==> src/rtl/clkctl_pkg.sv <==
package clkctl_pkg;

    typedef enum logic [2:0] {
        ST_IDLE,
        ST_ADDR,
        ST_ACK_ADDR,
        ST_RX,
        ST_ACK_RX,
        ST_TX,
        ST_ACK_TX
    } ctl_state_e;

endpackage

==> src/rtl/i2c_line_sync.sv <==
module i2c_line_sync #(
    parameter int STAGES = 2
) (
    input  logic clk,
    input  logic rst_n,
    input  logic scl_i,
    input  logic sda_i,
    output logic scl_s,
    output logic sda_s,
    output logic scl_rise,
    output logic scl_fall,
    output logic start_det,
    output logic stop_det
);
    logic [STAGES-1:0] scl_ff, sda_ff;
    logic              scl_q, sda_q;

    always_ff @(posedge clk or negedge rst_n) begin
        if (!rst_n) begin
            scl_ff <= '1;
            sda_ff <= '1;
            scl_q  <= 1'b1;
            sda_q  <= 1'b1;
        end else begin
            scl_ff <= {scl_ff[STAGES-2:0], scl_i};
            sda_ff <= {sda_ff[STAGES-2:0], sda_i};
            scl_q  <= scl_ff[STAGES-1];
            sda_q  <= sda_ff[STAGES-1];
        end
    end

    assign scl_s     = scl_ff[STAGES-1];
    assign sda_s     = sda_ff[STAGES-1];
    assign scl_rise  = scl_s & ~scl_q;
    assign scl_fall  = ~scl_s & scl_q;
    // data edges while the clock stays high
    assign start_det = scl_s & scl_q & sda_q & ~sda_s;
    assign stop_det  = scl_s & scl_q & ~sda_q & sda_s;
endmodule

==> src/rtl/clkctl_regs.sv <==
module clkctl_regs #(
    parameter int                  NREG  = 2,
    parameter int                  DW    = 8,
    parameter int                  SEL_W = 4,
    parameter logic [NREG*DW-1:0]  WMASK = '1
) (
    input  logic               clk,
    input  logic               rst_n,
    input  logic               wr_en,
    input  logic [SEL_W-1:0]   wr_sel,
    input  logic [DW-1:0]      wr_data,
    input  logic [SEL_W-1:0]   rd_sel,
    output logic [DW-1:0]      rd_data,
    output logic [NREG*DW-1:0] regs_o
);
    for (genvar i = 0; i < NREG; i++) begin : g_reg
        localparam logic [DW-1:0] MASK = WMASK[i*DW +: DW];
        logic [DW-1:0] r;

        always_ff @(posedge clk or negedge rst_n) begin
            if (!rst_n)
                r <= MASK;
            else if (wr_en && wr_sel == SEL_W'(i))
                r <= wr_data & MASK;
        end

        assign regs_o[i*DW +: DW] = r;
    end

    always_comb begin
        rd_data = '0;
        for (int i = 0; i < NREG; i++)
            if (rd_sel == SEL_W'(i))
                rd_data = regs_o[i*DW +: DW];
    end
endmodule

==> src/rtl/clkgen_i2c_ctrl.sv <==
module clkgen_i2c_ctrl
    import clkctl_pkg::*;
#(
    parameter logic [6:0] DEV_ADDR    = 7'b1101001,
    parameter logic [7:0] BCOUNT_RST  = 8'h09,
    parameter int         SYNC_STAGES = 2,
    parameter int         IDX_W       = 4
) (
    input  logic       clk,
    input  logic       rst_n,
    input  logic       scl_i,
    input  logic       sda_i,
    output logic       sda_o,
    output logic       sda_oe,
    output logic [7:0] buf_en,
    output logic       cpu_en,
    output logic [1:0] asic_en,
    output logic [3:0] pci_en
);
    localparam int                NREG    = 2;
    localparam int                DW      = 8;
    localparam logic [IDX_W-1:0]  IDX_MAX = '1;
    localparam logic [IDX_W-1:0]  WR_BASE = IDX_W'(2);

    ctl_state_e          state, nxt;
    logic                scl_s, sda_s, scl_rise, scl_fall, start_det, stop_det;
    logic [7:0]          sh;
    logic [2:0]          bitcnt;
    logic                phase;
    logic                rw;
    logic [IDX_W-1:0]    idx;
    logic                wr_en;
    logic [DW-1:0]       reg_rd, tx_byte;
    logic [NREG*DW-1:0]  regs;

    i2c_line_sync #(.STAGES(SYNC_STAGES)) u_sync (
        .clk       (clk),
        .rst_n     (rst_n),
        .scl_i     (scl_i),
        .sda_i     (sda_i),
        .scl_s     (scl_s),
        .sda_s     (sda_s),
        .scl_rise  (scl_rise),
        .scl_fall  (scl_fall),
        .start_det (start_det),
        .stop_det  (stop_det)
    );

    clkctl_regs #(
        .NREG  (NREG),
        .DW    (DW),
        .SEL_W (IDX_W),
        .WMASK (16'h7FFF)
    ) u_regs (
        .clk     (clk),
        .rst_n   (rst_n),
        .wr_en   (wr_en),
        .wr_sel  (idx - WR_BASE),
        .wr_data (sh),
        .rd_sel  (idx - IDX_W'(1)),
        .rd_data (reg_rd),
        .regs_o  (regs)
    );

    // read slot 0 carries the byte count, later slots the enable bytes
    assign tx_byte = (idx == '0) ? BCOUNT_RST : reg_rd;

    function automatic logic [IDX_W-1:0] sat_inc(input logic [IDX_W-1:0] v);
        return (v == IDX_MAX) ? v : v + IDX_W'(1);
    endfunction

    // state register
    always_ff @(posedge clk or negedge rst_n) begin
        if (!rst_n) state <= ST_IDLE;
        else        state <= nxt;
    end

    // next-state decode
    always_comb begin
        nxt = state;
        if (start_det)
            nxt = ST_ADDR;
        else if (stop_det)
            nxt = ST_IDLE;
        else begin
            unique case (state)
                ST_IDLE:     nxt = ST_IDLE;
                ST_ADDR:     if (scl_fall && phase)
                                 nxt = (sh[7:1] == DEV_ADDR) ? ST_ACK_ADDR : ST_IDLE;
                ST_ACK_ADDR: if (scl_fall) nxt = rw ? ST_TX : ST_RX;
                ST_RX:       if (scl_fall && phase) nxt = ST_ACK_RX;
                ST_ACK_RX:   if (scl_fall) nxt = ST_RX;
                ST_TX:       if (scl_fall && bitcnt == 3'd7) nxt = ST_ACK_TX;
                ST_ACK_TX:   if (scl_rise && sda_s) nxt = ST_IDLE;
                             else if (scl_fall && phase) nxt = ST_TX;
                default:     nxt = ST_IDLE;
            endcase
        end
    end

    // shift register, bit counter and byte index
    always_ff @(posedge clk or negedge rst_n) begin
        if (!rst_n) begin
            sh     <= '0;
            bitcnt <= '0;
            phase  <= 1'b0;
            rw     <= 1'b0;
            idx    <= '0;
        end else if (start_det) begin
            bitcnt <= '0;
            phase  <= 1'b0;
            idx    <= '0;
        end else begin
            unique case (state)
                ST_ADDR, ST_RX: begin
                    if (scl_rise) begin
                        sh     <= {sh[6:0], sda_s};
                        bitcnt <= bitcnt + 3'd1;
                        if (bitcnt == 3'd7) phase <= 1'b1;
                    end
                    if (scl_fall && phase) begin
                        phase <= 1'b0;
                        if (state == ST_ADDR) rw <= sh[0];
                    end
                end
                ST_ACK_ADDR: if (scl_fall && rw) sh <= tx_byte;
                ST_ACK_RX:   if (scl_fall) idx <= sat_inc(idx);
                ST_TX: if (scl_fall) begin
                    sh     <= {sh[6:0], 1'b0};
                    bitcnt <= bitcnt + 3'd1;
                    if (bitcnt == 3'd7) idx <= sat_inc(idx);
                end
                ST_ACK_TX: begin
                    if (scl_rise && !sda_s) phase <= 1'b1;
                    if (scl_fall && phase) begin
                        phase <= 1'b0;
                        sh    <= tx_byte;
                    end
                end
                default: ;
            endcase
        end
    end

    // outputs
    always_comb begin
        sda_oe = 1'b0;
        wr_en  = 1'b0;
        unique case (state)
            ST_ACK_ADDR, ST_ACK_RX: sda_oe = 1'b1;
            ST_TX:                  sda_oe = ~sh[7];
            ST_RX:                  wr_en  = scl_fall && phase && !start_det &&
                                             !stop_det && (idx >= WR_BASE);
            default: ;
        endcase
    end

    assign sda_o   = 1'b0;
    assign buf_en  = regs[7:0];
    assign cpu_en  = regs[14];
    assign asic_en = regs[13:12];
    assign pci_en  = regs[11:8];
endmodule

==> config.mk <==
export PLATFORM = sky130hd
export DESIGN_NAME = clkgen_i2c_ctrl
export DESIGN_NICKNAME = d
export VERILOG_FILES = /design/src/rtl/clkctl_pkg.sv /design/src/rtl/i2c_line_sync.sv /design/src/rtl/clkctl_regs.sv /design/src/rtl/clkgen_i2c_ctrl.sv
export SDC_FILE = /design/constraint.sdc
export NUM_CORES = 1
export LEC_CHECK = 0
export CORE_UTILIZATION = 34
export DETAILED_ROUTE_END_ITERATION = 10
export DONT_BUFFER_PORTS = 1
export GPL_ROUTABILITY_DRIVEN = 0
export MAX_ROUTING_LAYER = met4
export PLACE_DENSITY_LB_ADDON = 0.2
export SYNTH_ARGS = -nofsm -noshare
export SYNTH_HDL_FRONTEND = slang
export SYNTH_HIERARCHICAL = 1
export SYNTH_SLANG_ARGS = --single-unit
==> constraint.sdc <==
create_clock -name clk -period 2.3 [get_ports clk]
set_clock_uncertainty 0.05 [all_clocks]
set_input_delay 0.46 -clock clk [delete_from_list [all_inputs] [get_ports clk]]
set_output_delay 0.46 -clock clk [all_outputs]
set_load 0.01 [all_outputs]
**Word level (Yosys, flattened, before mapping)**

Cells that the tools add are included.

- Add/sub/neg operators: 4
- Magnitude comparators: 1
- Equal/unequal tests: 28
- Mux-type cells: 39
- Bitwise logic cells: 13
- Reductions and logical operators: 28

Operator list:

| cell | number |
|---|---|
| 8-bit 2-to-1 mux | 7 |
| 3-bit 2-to-1 mux | 13 |
| 4-bit inequality test (second input constant) | 8 |
| 8-bit one-hot mux with 4 select lines | 1 |
| 4-bit 2-to-1 mux | 5 |
| 3-bit one-hot mux with 6 select lines | 1 |
| 3-bit == test (second input constant) | 4 |
| 4-bit logical NOT | 3 |
| 3-bit inequality test (second input constant) | 4 |
| 4-bit AND reduction | 3 |
| 6-bit AND reduction | 2 |
| 1-bit logical AND | 10 |
| 3-bit nonzero test | 3 |
| 4-bit by 1-bit == test with 1-bit output (second input constant) | 2 |
| 2-bit inequality test (second input constant) | 4 |
| 4-bit one-hot mux with 2 select lines | 1 |
| 1-bit AND | 7 |
| 7-bit == test (second input constant) | 1 |
| 1-bit 2-to-1 mux | 7 |
| 3-bit by 2-bit == test with 1-bit output (second input constant) | 2 |
| 1-bit inverter | 6 |
| 3-bit one-hot mux with 2 select lines | 1 |
| 5-bit inequality test (second input constant) | 1 |
| 4-bit by 1-bit adder with 4-bit output (second input constant) | 1 |
| 12 further kinds | 16 |

- Register bits: 41
- Output and inout port bits: 17

**Depth between registers and ports, before layout**

Gate-level depths: netlist (run 1).

- Depth in word-level cells: 9
- Depth in mapped cells: 11

**Hierarchy**

Netlist (run 1), hierarchy kept.

By module, submodules not included:

| module | times used | cells each | area an instance (um^2) |
|---|---|---|---|
| clkgen_i2c_ctrl | 1 | 147 | 1455.1 |
| clkctl_regs | 1 | 54 | 740.7 |
| i2c_line_sync | 1 | 10 | 190.2 |

**Worst setup path before layout (run 1)**

Ideal clock, no wire load.

- Path type: reg-to-reg
- From: register idx[1]
- To: register sh[0]
- Arrival: 2025 ps
- Required time: 2186 ps
- Path slack: 160 ps
- Cell stages (with the launch flop): 12
- Buffers on the path: 1
- Period minus slack after synthesis: 2140 ps
- Cell sequence: dfrtp_1 > inv_1 > ha_1 > nand2_1 > nand2_1 > xnor2_1 > or3_1 > clkbuf_1 > nor2_1 > inv_1 > a221oi_1 > mux2_4

- Cells in the longest elaborated chain, start to end: 7
- Elaborated cells on any way between the ends: 10

Ends and longest elaborated chain:

| item | RTL line | text |
|---|---|---|
| start: declaration | clkgen_i2c_ctrl.sv:31 | `logic [IDX_W-1:0] idx;` |
| start signal: assignment | clkgen_i2c_ctrl.sv:127 | `ST_ACK_RX: if (scl_fall) idx <= sat_inc(idx);` |
| start signal: assignment | clkgen_i2c_ctrl.sv:131 | `if (bitcnt == 3'd7) idx <= sat_inc(idx);` |
| 4-bit by 1-bit subtractor with 4-bit output (*) | clkgen_i2c_ctrl.sv:60 | `.rd_sel (idx - IDX_W'(1)),` |
| 4-bit logical NOT | clkctl_regs.sv:33 | `if (rd_sel == SEL_W'(i))` |
| 8-bit 2-to-1 mux | clkctl_regs.sv:33 |  |
| 8-bit 2-to-1 mux (*) | clkctl_regs.sv:33 |  |
| named net reg_rd[0] | clkgen_i2c_ctrl.sv:33 | `logic [DW-1:0] reg_rd, tx_byte;` |
| 8-bit 2-to-1 mux (*) | clkgen_i2c_ctrl.sv:66 | `assign tx_byte = (idx == '0) ? BCOUNT_RST : reg_rd;` |
| 8-bit 2-to-1 mux, on equally long branches | clkgen_i2c_ctrl.sv:135, clkgen_i2c_ctrl.sv:126 |  |
| 8-bit one-hot mux with 4 select lines (*) | clkgen_i2c_ctrl.sv:114 | `unique case (state)` |
| end signal: assignment | clkgen_i2c_ctrl.sv:117 | `sh <= {sh[6:0], sda_s};` |
| end signal: assignment | clkgen_i2c_ctrl.sv:126 | `ST_ACK_ADDR: if (scl_fall && rw) sh <= tx_byte;` |
| end signal: assignment | clkgen_i2c_ctrl.sv:137 | `sh <= tx_byte;` |
| end: declaration | clkgen_i2c_ctrl.sv:27 | `logic [7:0] sh;` |

Mark *: on every way through the listed nets, which the timed path passes. The rest lies on a longest branch. The select of a mux whose other input is x is not followed.
A chain may end at the register's enable or synchronous reset.

**Final worst setup path (run 1)**

- From: register idx[1]
- To: register u_regs.g_reg[1].r[1]

- Cells in the longest elaborated chain, start to end: 4
- Elaborated cells on any way between the ends: 6

Ends and longest elaborated chain:

| item | RTL line | text |
|---|---|---|
| 4-bit by 2-bit greater-or-equal comparator with 1-bit output | clkgen_i2c_ctrl.sv:153 | `!stop_det && (idx >= WR_BASE);` |
| 1-bit logical AND | clkgen_i2c_ctrl.sv:153 |  |
| 1-bit 2-to-1 mux | clkgen_i2c_ctrl.sv:149 | `unique case (state)` |
| named net wr_en | clkgen_i2c_ctrl.sv:32 | `logic wr_en;` |
| 1-bit logical AND | clkctl_regs.sv:23 | `else if (wr_en && wr_sel == SEL_W'(i))` |
| end signal: assignment | clkctl_regs.sv:24 | `r <= wr_data & MASK;` |
| end: declaration | clkctl_regs.sv:18 | `logic [DW-1:0] r;` |

The timed path passes the listed nets, and every way through them passes these cells.

==> run metrics, run 1 <==
CTS Buf Count=5; clock period minus worst slack=~2100 ps; Reg-to-Reg End=u_regs/g_reg[1].r[1]$_DFFE_PN1P_; dpl ws=between 100 and 150 ps; initial drt markers=85; Crit-path slowest cell=dfrtp_1; Residual DRC=0; number of global-route vias before repair=~1600; I/O pin count=21; utilization after layout=between 30% and 40%; status=finished, final reports clean; net count after synthesis=between 200 and 250; Reg-to-Reg Start=idx[1]$_DFFE_PN0P_; Critical path destination=u_regs/g_reg[1].r[1]$_DFFE_PN1P_; maximum VDD drop=308 uV; Tot Pwr=roughly 2.4 mW; crit-path cells=buf_4 > ha_1 > nor4_1 > nor3_2 > nor4b_4 > buf_4 > nand2_2 > mux2_2; CTS tree=done; Core Box Area=6760 um^2; final hold violations=0; TNS Setup=0 ps; row cnt=30; most frequent CP cell=buf_4; CP Depth=8; CP peak stage delay=390 ps; FMAX=between 400 and 500 MHz; Worst Path Buf+Inv=2; drt first pass iters=4; DP HPWL=3.44 mm; ant diodes=0; Syn. warnings=6; crit path from=idx[1]$_DFFE_PN0P_; Worst Setup End Kind=flop; worst hold start=sda_i; final setup violation count=0; CTS HTree Levels=2; worst-path fanout max=7; share of cells above drive strength 1=roughly 38%; Root Driver=clkbuf_8; starting density of the core=between 30% and 40%; Die Span Y=approximately 86 um; clk_lat worst skew=roughly 300 ps; largest net degree at the start of global routing=42; Clock Pin Slew Worst Setup and Hold Paths=roughly 80 ps; CP delay by family, top=simple AND/OR/NAND/NOR gates; Final #Nets=around 230; DR vias=~1600; initial antenna violation count=0; width of the die=between 80 and 90 um; Static Leak=between 1 and 1.5 nW; max-cap violations=0; via/cell ratio=roughly 5.3; detailed-route wire length=4.91 mm; WS Path Type=reg2reg; first-pass GRT wire length=around 8.2 mm; Worst Slack Setup Final=165 ps; Layout area overhead=13.0%; Post-Syn Instances=about 210; Final Max Slew Viols=0; Clock Path Buffers=2; Port Buffers=0; PwrDens=approximately 900 nW/um^2; reg2reg setup slack=about 160 ps; CTS Sinks=between 40 and 50; Post-Synthesis Mean Instance Area=11.4 um^2; Startpoint Class=flop; Tot GR Track Use=approximately 15%; wire length per cell=about 16 um; WP data arrival=2310 ps; R2R cell count=8; grt total ovfl=0; worst hold path type=in2reg; Mapped Area=approximately 2400 um^2; final worst-path cycle share=92.8%; remaining antenna violation count=0; required time worst endpoint=about 2500 ps; DIE AREA=7320 um^2
## through the flow
step	cells	cell area [um^2]	hold slack, ps
after floorplan	209	2370	114
after global placement	292	2530	115
after detailed placement	292	2530	115
after CTS	302	2670	89.5
after global routing	303	2680	78.9
final	303	2680	104
## worst min-delay path by stage
| stage | to | cells past startpoint |
|---|---|---|
| finish | u_sync/sda_ff[0]$_DFF_PN1_ | 0 |
| global route | u_sync/sda_ff[0]$_DFF_PN1_ | 0 |
| CTS | u_sync/sda_ff[0]$_DFF_PN1_ | 0 |
| detailed placement | sh[5]$_DFFE_PN0P_ | 0 |
| global placement | sh[5]$_DFFE_PN0P_ | 0 |
| floorplan | bitcnt[0]$_DFFE_PN0P_ | 0 |
## layout by cell type, fill, tap and decap left out, drive strengths merged, types with 3 or more instances in the layout
| cell type | instances |
|---|---|
| ha | 8 |
| a21oi | 6 |
| buf | 18 |
| nor3 | 4 |
| dfstp | 21 |
| inv | 12 |
| clkbuf | 5 |
| nand4 | 3 |
| nand3b | 3 |
| mux2 | 27 |
| nor2 | 15 |
| nor2b | 4 |
| mux2i | 10 |
| xor2 | 3 |
| nand2 | 6 |
| a22o | 5 |
| dfrtp | 20 |
| nand3 | 5 |
| nand2b | 6 |
## final cells by class
cell class / instances / area (um^2)
Clock inverter: 3 / 43.8
Timing Repair Buffer: 19 / 170
Clock buffer: 5 / 68.8
Tap cell: 80 / 100
Fill cell: 671 / 4070
Multi-Input combinational cell: 144 / 1210
Sequential cell: 41 / 1050
Inverter: 11 / 41.3
## power by group
group / switching [mW] / internal [mW]
Combinational: 0.366 / 0.440
Sequential: 0.156 / 0.855
Clock: 0.267 / 0.325
## timing repair
action                                 4_1_cts  5_1_grt
setup buffers                                0        1
endpoints found under the hold margin       41        0
resized for setup                            0        2
hold buffers                                 2        0
setup endpoints to repair                    0        9
## worst reg2reg max path, cell delays in order (launching register included)
cell and delay [ps]:
dfrtp_1 390, buf_4 160, ha_1 170, nor4_1 380, nor3_2 90, nor4b_4 150, buf_4 140, nand2_2 180
mux2_2 370
## state kept, by name (all words and copies together), names as in the netlist
register,count
bitcnt,3
u_regs/g.r,15
state,3
u_sync/scl_ff,2
u_sync/sda_ff,2
idx,4
rw,1
phase,1
u_sync/scl_q,1
sh,8
u_sync/sda_q,1
## layer usage
layer	share of wire, %	track usage, %	up-vias
met5	0	-	-
met4	1.5	5.00	0
met3	2.9	2.41	6
met2	46	22.3	29
met1	50	21.0	796
li1	-	-	771
Power figures use the tool's default switching activity.
==> run 2, diff against run 1 <==
--- a/config.mk
+++ b/config.mk
@@ -5,6 +5,7 @@
 export SDC_FILE = /design/constraint.sdc
 export NUM_CORES = 1
 export LEC_CHECK = 0
+export ABC_AREA = 1
 export CORE_UTILIZATION = 34
 export DETAILED_ROUTE_END_ITERATION = 10
 export DONT_BUFFER_PORTS = 1
==> run 2 against run 1 <==
  * Via count up 39%
  * Final cell count up 47%
  * Die area up 7.8%
  * Maximum frequency down 0.27%
  * First-iteration DRC count up 39%
  * Wire length up 26%
  * Clock power up 4.9%
  * Setup slack worse by 5.8 ps
  * Register-to-register slack better by 110 ps
  * Non-clock buffer count down 8
  * Critical path type is now reg2out
  * Largest cell class unchanged
  * Largest power group unchanged
==> run metrics, run 2 <==
status=finished, final reports clean; Layout area overhead=10.1%; maximum VDD drop=224 uV; DP HPWL=between 4 and 5 mm; remaining antenna violation count=0; DR vias=between 2000 and 2500; Startpoint Class=flop; width of the die=88.9 um; Syn. warnings=6; via/cell ratio=5.01; Final Max Slew Viols=0; ant diodes=0; max-cap violations=0; Die Span Y=88.9 um; required time worst endpoint=around 1800 ps; Core Box Area=7250 um^2; Psw=between 0.8 and 0.9 mW; RSZ-0062 raised after global routing=false; Clock Path Buffers=2; CTS tree=done; detailed-route wire length=6.19 mm; final worst-path cycle share=between 90 and 100%; row cnt=31; grt total ovfl=0; final hold violations=0; DIE AREA=roughly 8000 um^2; commonest non-fill, non-tap cell in the layout=nand2_1; most frequent cells in the layout=nand2_1, nand3_1, inv_1; I/O pin count=21; TNS Setup=0 ps; Post-Syn Instances=approximately 340; Clock Pin Slew Worst Setup and Hold Paths=roughly 90 ps; Tot GR Track Use=between 15 and 20%; CTS HTree Levels=2; Sw Share=38.1%; wire length per cell=13.9 um; WP data arrival=1630 ps; Reg power frac=around two fifths; final hold slack=about 96 ps; Root Driver=clkbuf_8; net count after synthesis=approximately 350; clock period minus worst slack=between 2000 and 2500 ps; Pint=between 1 and 1.5 mW; Residual DRC=0; worst hold path type=in2reg; max reg flops=15; clk_lat worst skew=roughly 300 ps; starting density of the core=between 30% and 40%; PwrDens=~800 nW/um^2; Post-Synthesis Mean Instance Area=approximately 7.6 um^2; FMAX=roughly 470 MHz; Largest Register=u_regs/g.r; Comb pwr share=between 30% and 40%; number of global-route vias before repair=between 2000 and 2500; Worst Setup End Kind=output port; Port Buffers=0; Static Leak=between 1 and 1.5 nW; worst-path fanout max=9; CTS Sinks=41; Post-CTS Setup Bufs=0; WS Path Type=reg2out; Regs by FF count=u_regs/g.r: 15 flops, sh: 8 flops, idx: 4 flops; first-pass GRT wire length=~11 mm; largest net degree at the start of global routing=42; initial antenna violation count=0; Final #Nets=between 300 and 400; drt first pass iters=4; initial drt markers=between 100 and 150; CTS Buf Count=5; share of cells above drive strength 1=a little under a fifth; Clock power frac=around 28%; final setup violation count=0; Mapped Area=2560 um^2
run 2: cell count changes in the layout (fill, tap and decap cells not counted), sizes merged, moves of 19 or more:
cell and delta:
inv +20, mux2 -27, nand2 +108, nand3 +32, nand4 +20, nor2 +19
o21ai +19
run 2: timing repair:
item / CTS / global route
hold endpoints to repair: 41 / 0
hold buffers: 2 / 0
setup endpoints to repair: 0 / 2
resized for setup: 0 / 1
run 2: per-layer routing:
layer | wire length, um | track usage, %
met1 | 3070 | 24.1
met2 | 2800 | 27.6
met3 | 264 | 3.82
met4 | 53 | 4.84
met5 | 0 | -
run 2: path summary, 6_finish.rpt:
path	depth (start not counted)	startpoint	end	slack, ps
setup / recovery	4	state[2]$_DFFE_PN0P_	sda_oe	160
hold / removal	0	sda_i	u_sync/sda_ff[0]$_DFF_PN1_	100
setup reg to reg	12	u_sync/scl_q$_DFF_PN1_	u_regs/g_reg[1].r[1]$_DFFE_PN1P_	270
hold reg to reg	0	u_sync/scl_ff[0]$_DFF_PN1_	u_sync/scl_ff[1]$_DFF_PN1_	310
max in group asynchronous	2	rst_n	u_regs/g_reg[1].r[0]$_DFFE_PN1P_	1340
min in group asynchronous	2	rst_n	sh[2]$_DFFE_PN0P_	600
run 2: critical path: stages, from the launching register on:
cell and delay (ps):
dfrtp_1 540, nand2_1 150, nor2_4 180, inv_1 110, o21ai_0 370
run 2: final cells by class:
| class | count | area [um^2] |
|---|---|---|
| fill | 790 | 4430 |
| multi-input combinational | 254 | 1310 |
| timing repair buffer | 11 | 97.6 |
| tap | 99 | 124 |
| clock buffer | 6 | 82.6 |
| clock inverter | 2 | 37.5 |
| inverter | 33 | 124 |
| sequential | 41 | 1050 |
run 2: power groups by stage:
stage	Clock, mW	Combinational, mW	Sequential (mW)
after CTS	0.642	0.747	0.883
after floorplan	0	0.588	0.880
final	0.621	0.748	0.886
after global routing	0.671	0.845	0.898
after detailed placement	0	0.720	0.896
after global placement	0	0.711	0.893
run 2: per-stage QoR:
step | instances | power [mW] | utilization [%] | setup WS (ps) | instance area (um^2)
after floorplan | 339 | 1.47 | - | 346 | 2560
after global placement | 436 | 1.60 | 36.9 | 266 | 2680
after detailed placement | 436 | 1.62 | 36.9 | 232 | 2680
after CTS | 446 | 2.27 | 39.0 | 141 | 2830
after global routing | 446 | 2.41 | 39.0 | 51.6 | 2830
final | 446 | 2.25 | 39.0 | 159 | 2830
